### src/rtl/eep_pkg.sv
package eep_pkg;
  typedef enum logic [2:0] {
    ST_HUNT, ST_OPC, ST_ADDR, ST_RD, ST_WDAT, ST_ARM, ST_HOLD
  } eep_st_e;
  localparam logic [1:0] OP_EXT = 2'b00;
  localparam logic [1:0] OP_WR  = 2'b01;
  localparam logic [1:0] OP_RD  = 2'b10;
endpackage

### src/rtl/eep_ctrl.sv
module eep_ctrl
  import eep_pkg::*;
#(
  parameter int AW           = 6,
  parameter int DW           = 16,
  parameter int WRITE_CYCLES = 1000
) (
  input  logic          clk_i,
  input  logic          rst_ni,
  input  logic          cs_s_i,
  input  logic          sk_s_i,
  input  logic          di_s_i,
  input  logic [DW-1:0] rdata_i,
  output logic [AW-1:0] addr_o,
  output logic [DW-1:0] wdata_o,
  output logic          mem_we_o,
  output logic          do_o,
  output logic          do_oe_o,
  output logic          busy_o,
  output logic          wen_o,
  output logic          stat_o,
  output logic          drv_o,
  output logic          cs_fall_o
);
  localparam int CW  = $clog2(WRITE_CYCLES + 1);
  localparam int NW  = $clog2(DW) + 1;

  eep_st_e       st_q;
  logic          cs_q, sk_q;
  logic [NW-1:0] cnt_q;
  logic [1:0]    op_q;
  logic [AW-1:0] addr_q;
  logic [DW-1:0] dat_q;
  logic          wen_q, stat_q, drv_q, dout_q;
  logic [CW-1:0] bcnt_q;
  logic          sk_rise, cs_fall, busy;

  assign sk_rise = sk_s_i & ~sk_q;
  assign cs_fall = cs_q & ~cs_s_i;
  assign busy    = bcnt_q != '0;
  assign mem_we_o = cs_fall && st_q == ST_ARM && wen_q;

  always_ff @(posedge clk_i or negedge rst_ni) begin
    if (!rst_ni) begin
      cs_q <= 1'b0;
      sk_q <= 1'b0;
    end else begin
      cs_q <= cs_s_i;
      sk_q <= sk_s_i;
    end
  end

  always_ff @(posedge clk_i or negedge rst_ni) begin
    if (!rst_ni) bcnt_q <= '0;
    else if (mem_we_o) bcnt_q <= CW'(WRITE_CYCLES);
    else if (busy) bcnt_q <= bcnt_q - 1'b1;
  end

  always_ff @(posedge clk_i or negedge rst_ni) begin
    if (!rst_ni) begin
      st_q   <= ST_HUNT;
      cnt_q  <= '0;
      op_q   <= '0;
      addr_q <= '0;
      dat_q  <= '0;
      wen_q  <= 1'b0;
      stat_q <= 1'b0;
      drv_q  <= 1'b0;
      dout_q <= 1'b0;
    end else if (cs_fall) begin
      // chip select fall wins over a coincident clock rise
      st_q  <= ST_HUNT;
      drv_q <= 1'b0;
      if (mem_we_o) stat_q <= 1'b1;
    end else if (cs_s_i && sk_rise) begin
      unique case (st_q)
        ST_HUNT: if (di_s_i && !busy) begin
          st_q   <= ST_OPC;
          cnt_q  <= '0;
          stat_q <= 1'b0;
        end
        ST_OPC: begin
          op_q  <= {op_q[0], di_s_i};
          cnt_q <= cnt_q + 1'b1;
          if (cnt_q == NW'(1)) begin
            st_q  <= ST_ADDR;
            cnt_q <= '0;
          end
        end
        ST_ADDR: begin
          addr_q <= {addr_q[AW-2:0], di_s_i};
          cnt_q  <= cnt_q + 1'b1;
          if (cnt_q == NW'(AW-1)) begin
            cnt_q <= '0;
            case (op_q)
              OP_RD: begin
                st_q   <= ST_RD;
                drv_q  <= 1'b1;
                dout_q <= 1'b0;
              end
              OP_WR:  st_q <= ST_WDAT;
              OP_EXT: begin
                st_q <= ST_HOLD;
                if (addr_q[AW-2:AW-3] == 2'b11) wen_q <= 1'b1;
                else if (addr_q[AW-2:AW-3] == 2'b00) wen_q <= 1'b0;
              end
              default: st_q <= ST_HOLD;
            endcase
          end
        end
        ST_RD: begin
          dout_q <= rdata_i[DW-1-int'(cnt_q)];
          if (cnt_q == NW'(DW-1)) begin
            cnt_q  <= '0;
            addr_q <= addr_q + 1'b1;
          end else begin
            cnt_q <= cnt_q + 1'b1;
          end
        end
        ST_WDAT: begin
          dat_q <= {dat_q[DW-2:0], di_s_i};
          if (cnt_q == NW'(DW-1)) st_q <= ST_ARM;
          else cnt_q <= cnt_q + 1'b1;
        end
        default: ;
      endcase
    end
  end

  assign addr_o    = addr_q;
  assign wdata_o   = dat_q;
  assign do_oe_o   = cs_s_i && (drv_q || stat_q);
  assign do_o      = stat_q ? ~busy : dout_q;
  assign busy_o    = busy;
  assign wen_o     = wen_q;
  assign stat_o    = stat_q;
  assign drv_o     = drv_q;
  assign cs_fall_o = cs_fall;
endmodule

### config.mk
export PLATFORM = sky130hd
export DESIGN_NAME = eep_ctrl
export DESIGN_NICKNAME = d
export VERILOG_FILES = /design/src/rtl/eep_pkg.sv /design/src/rtl/eep_ctrl.sv
export SDC_FILE = /design/constraint.sdc
export NUM_CORES = 1
export LEC_CHECK = 0
export ABC_AREA = 1
export BUFFER_PORTS_ARGS = -buffer_cell sky130_fd_sc_hd__clkbuf_2
export CORE_ASPECT_RATIO = 0.7
export CORE_MARGIN = 8
export CORE_UTILIZATION = 60
export DETAILED_ROUTE_END_ITERATION = 7
export PLACE_DENSITY = 0.94
export SLEW_MARGIN = 10
export SYNTH_ARGS = -nofsm -noshare
export SYNTH_HDL_FRONTEND = slang
export SYNTH_SLANG_ARGS = --single-unit
### constraint.sdc
create_clock -name clk_i -period 2.74 [get_ports clk_i]
set_input_delay 0.548 -clock clk_i [delete_from_list [all_inputs] [get_ports clk_i]]
set_output_delay 0.548 -clock clk_i [all_outputs]
set_load 0.01 [all_outputs]
==> flow_summary.yaml <==
setup_path:
  crit_buf_inv: 2
  cp_top_family: "simple AND/OR/NAND/NOR gates"
  rr_worst_depth: 10
  r2r_start: "cnt_q[0]$_DFFE_PN0P_"
  cp-start-kind: "register"
  cp_slowest_cell: "dfrtp_1"
  startpoint: "bcnt_q[0]$_DFFE_PN0P_"
  worst_ep_arrival_time_ns: 1.74
  slowest_delay_ns: 0.40
  worst-path-stages: 7
  worstPathRequired_ns: 2.19
  critPathKind: "register to output pin"
  path_cells: "inv_1, ha_1, nand3_2, nor2_4, nand2_2, o21ai_0, clkbuf_2"
  crit_fanout: 9
  crit_path_end_kind: "output pin"
cells_and_area:
  finalInstanceArea_mm2: 0.00312
  seqCellArea_mm2: 0.00120
  multi_input_area_mm2: 0.00129
  final_cell_mix: "98 x nand2_1, 50 x clkbuf_2, 48 x dfrtp_1, 39 x inv_1, 25 x nand3_1"
  drive_above_1_share: 0.244
  fin_cells: 445
  final_util: 0.717
  n_antenna_cell: 0
  final_common_cell: "nand2_1"
  nets: 415
  syn_to_final_growth_pct: 14.8
  fillCellCount: 351
power:
  p_leak_uw: 0.00172
  ir_drop_v: 0.000359
  clkPwrFrac: 0.401
  seqPwrFrac: 0.544
  switching_share: 0.235
  p_sw_uw: 312
  p_int_uw: 1020
  p_per_area_mw_per_mm2: 425
  p_comb_frac: 0.054
place:
  dp.final_hpwl_um: 4520
  dpl.cell_count: 437
  place_area_mm2: 0.00301
  routabilityCongestion: 0.882
  port_buffers: 50
global_route:
  antenna_found_initial: 0
  grt_max_degree: 49
  grt_pass1_wl_um: 10600
  grt_usage: 0.190
  grt.overflow.total: 0
  grt_pass1_vias: 2376
clocking:
  hold_buffers: 0
  cts_setup_buffers: 0
  clock_latency_ns: 0.30
  cts.clk_slew.worst_paths_ns: 0.10
  root_buffer: "clkbuf_8"
  numCtsBuffers: 5
  cts_sinks: 48
  htreeDepth: 2
  cts_tree: "yes"
  cts_resized: 0
  cts.path.max_buffers: 2
synth:
  synth_cell_types: 34
  yosys_warnings: 0
  ys_async_sr_fraction: 1.00
  avgSynthCellArea_um2: 8.09
  synthesis.nets: 362
  seq_area_frac_synth: 0.442
  ys_ff_latch: 48
  syn_inst: 336
  synth-edff-count: 0
  yosys_most_used_dff: "dfrtp_1"
  mappedNetlistArea_mm2: 0.00272
run:
  drv_cap: 0
floorplanning:
  dieArea_mm2: 0.00697
  ios: 51
  start_util: 0.624
  die_w_um: 96.4
  core_mm2: 0.00435
  die_y_um: 72.3
  row_count: 20
timing:
  slew_violations: 0
  slew-limit-headroom: 0.602
  setup_tns_ns: 0
  period_share: 0.834
  finalClockSkew_ns: 0.00602
  hold_slack_ns: 0.325
  setup_viol: 0
  max_clock_freq_mhz: 438
  worst_pin_slew_ns: 0.597
  grt_setup_unrepaired: "no"
  finalHoldViolCount: 0
  min_period_ns: 2.28
routing:
  wirelength_um: 6200
  avgRoutedWirePerCell_um: 13.9
  drcViolationCount: 0
  vias_per_cell: 5.24
  postRouteAntennaNets: 0
  vias: 2332
  dr.pass1.iters: 4
  met3_length_um: 376
  topRoutingLayerUsed: "met4"
  dr_wl_met2_um: 2930
  wl_met1_um: 2790
  drt_iter0_markers: 161
min_path:
  hold_path_class: "input pin to asynchronous set/reset pin"
status:
  status: "completed"
-- logic make-up after synthesis --
family                   after synthesis  share of synthesized area
multiplexers                          15                     0.0732
AND/OR/NAND/NOR                      170                      0.282
flip-flops                            48                      0.442
AO/OA/AOI/OAI                         39                     0.0778
adder cells (fa/ha/maj)                5                     0.0230
XOR/XNOR                               6                     0.0193
buffers and inverters                 53                     0.0829
-- cell usage after synthesis, types with 2 or more instances --
cell | number | share of area
clkinv_1 | 2 | 0.0028
nor2_2 | 2 | 0.0046
nand3_1 | 25 | 0.046
buf_6 | 2 | 0.0083
xnor2_1 | 3 | 0.0097
inv_2 | 5 | 0.0069
nor3_1 | 3 | 0.0055
o21ai_1 | 5 | 0.0092
nand2_1 | 98 | 0.14
nor2_1 | 24 | 0.033
nand2_2 | 5 | 0.012
nor2_4 | 2 | 0.0083
dfrtp_1 | 48 | 0.44
nand3_2 | 2 | 0.0074
mux2_2 | 7 | 0.029
mux2_4 | 8 | 0.044
o211ai_1 | 3 | 0.0083
nand2_4 | 2 | 0.0083
xor2_1 | 3 | 0.0097
o21ai_0 | 20 | 0.037
ha_1 | 5 | 0.023
nand4_1 | 5 | 0.012
buf_4 | 2 | 0.0055
inv_1 | 39 | 0.054
a21oi_1 | 7 | 0.013
-- worst reg2reg max path: stages (launching register included) --
cell and delay [ns]:
dfrtp_1 0.61, ha_1 0.22, inv_1 0.04, nor2_1 0.14
nand2_1 0.11, nand2_2 0.11, nand3_1 0.11, nor2_2 0.19
nand2_1 0.13, nand3_1 0.11, nand2_1 0.08
-- flip-flops by register name, summed over array words and instances, names as in the netlist --
signal	flops
stat_o	1
wdata_o	16
sk_q	1
st_q	3
dout_q	1
op_q	2
drv_o	1
cs_q	1
wen_o	1
addr_o	6
cnt_q	5
bcnt_q	10
-- area by class of cell --
| cell class | instances | share of cell area |
|---|---|---|
| well taps | 55 | 0.0221 |
| repair buffers | 52 | 0.0850 |
| flip-flops and latches | 48 | 0.385 |
| clock buffers | 5 | 0.0221 |
| clock inverters | 3 | 0.0148 |
| multi-input cells | 235 | 0.414 |
| inverters | 47 | 0.0573 |
-- metrics by stage --
step	setup slack [ns]	total power [µW]
floorplan	0.894	772
global placement	0.759	807
detailed placement	0.693	809
CTS	0.450	1330
global route	0.319	1370
finish	0.456	1330
-- path summary, 6_finish.rpt --
path                                            to  slack [ns]
setup reg to reg               st_q[0]$_DFFE_PN0P_        0.79
max in group asynchronous    bcnt_q[4]$_DFFE_PN0P_        2.01
setup / recovery                              do_o        0.46
hold / removal                cnt_q[1]$_DFFE_PN0P_        0.33
hold reg to reg            wdata_o[15]$_DFFE_PN0P_        0.53
min in group clk_i                  sk_q$_DFF_PN0_        0.37
-- metal layers --
layer  up-vias  track usage
met4         0       0.0518
met3        12       0.0546
met1      1070        0.244
met2        70        0.302
li1       1180            -
met5         -            0
-- power by group through the flow --
stage	clock network, µW	logic, µW	registers [µW]
after floorplan	0	41.7	731
after global placement	0	71.2	736
after detailed placement	0	73.0	736
after CTS	533	73.2	722
after global routing	559	84.3	724
final	533	72.3	722
Note: power is estimated with default switching activity, not from simulation.
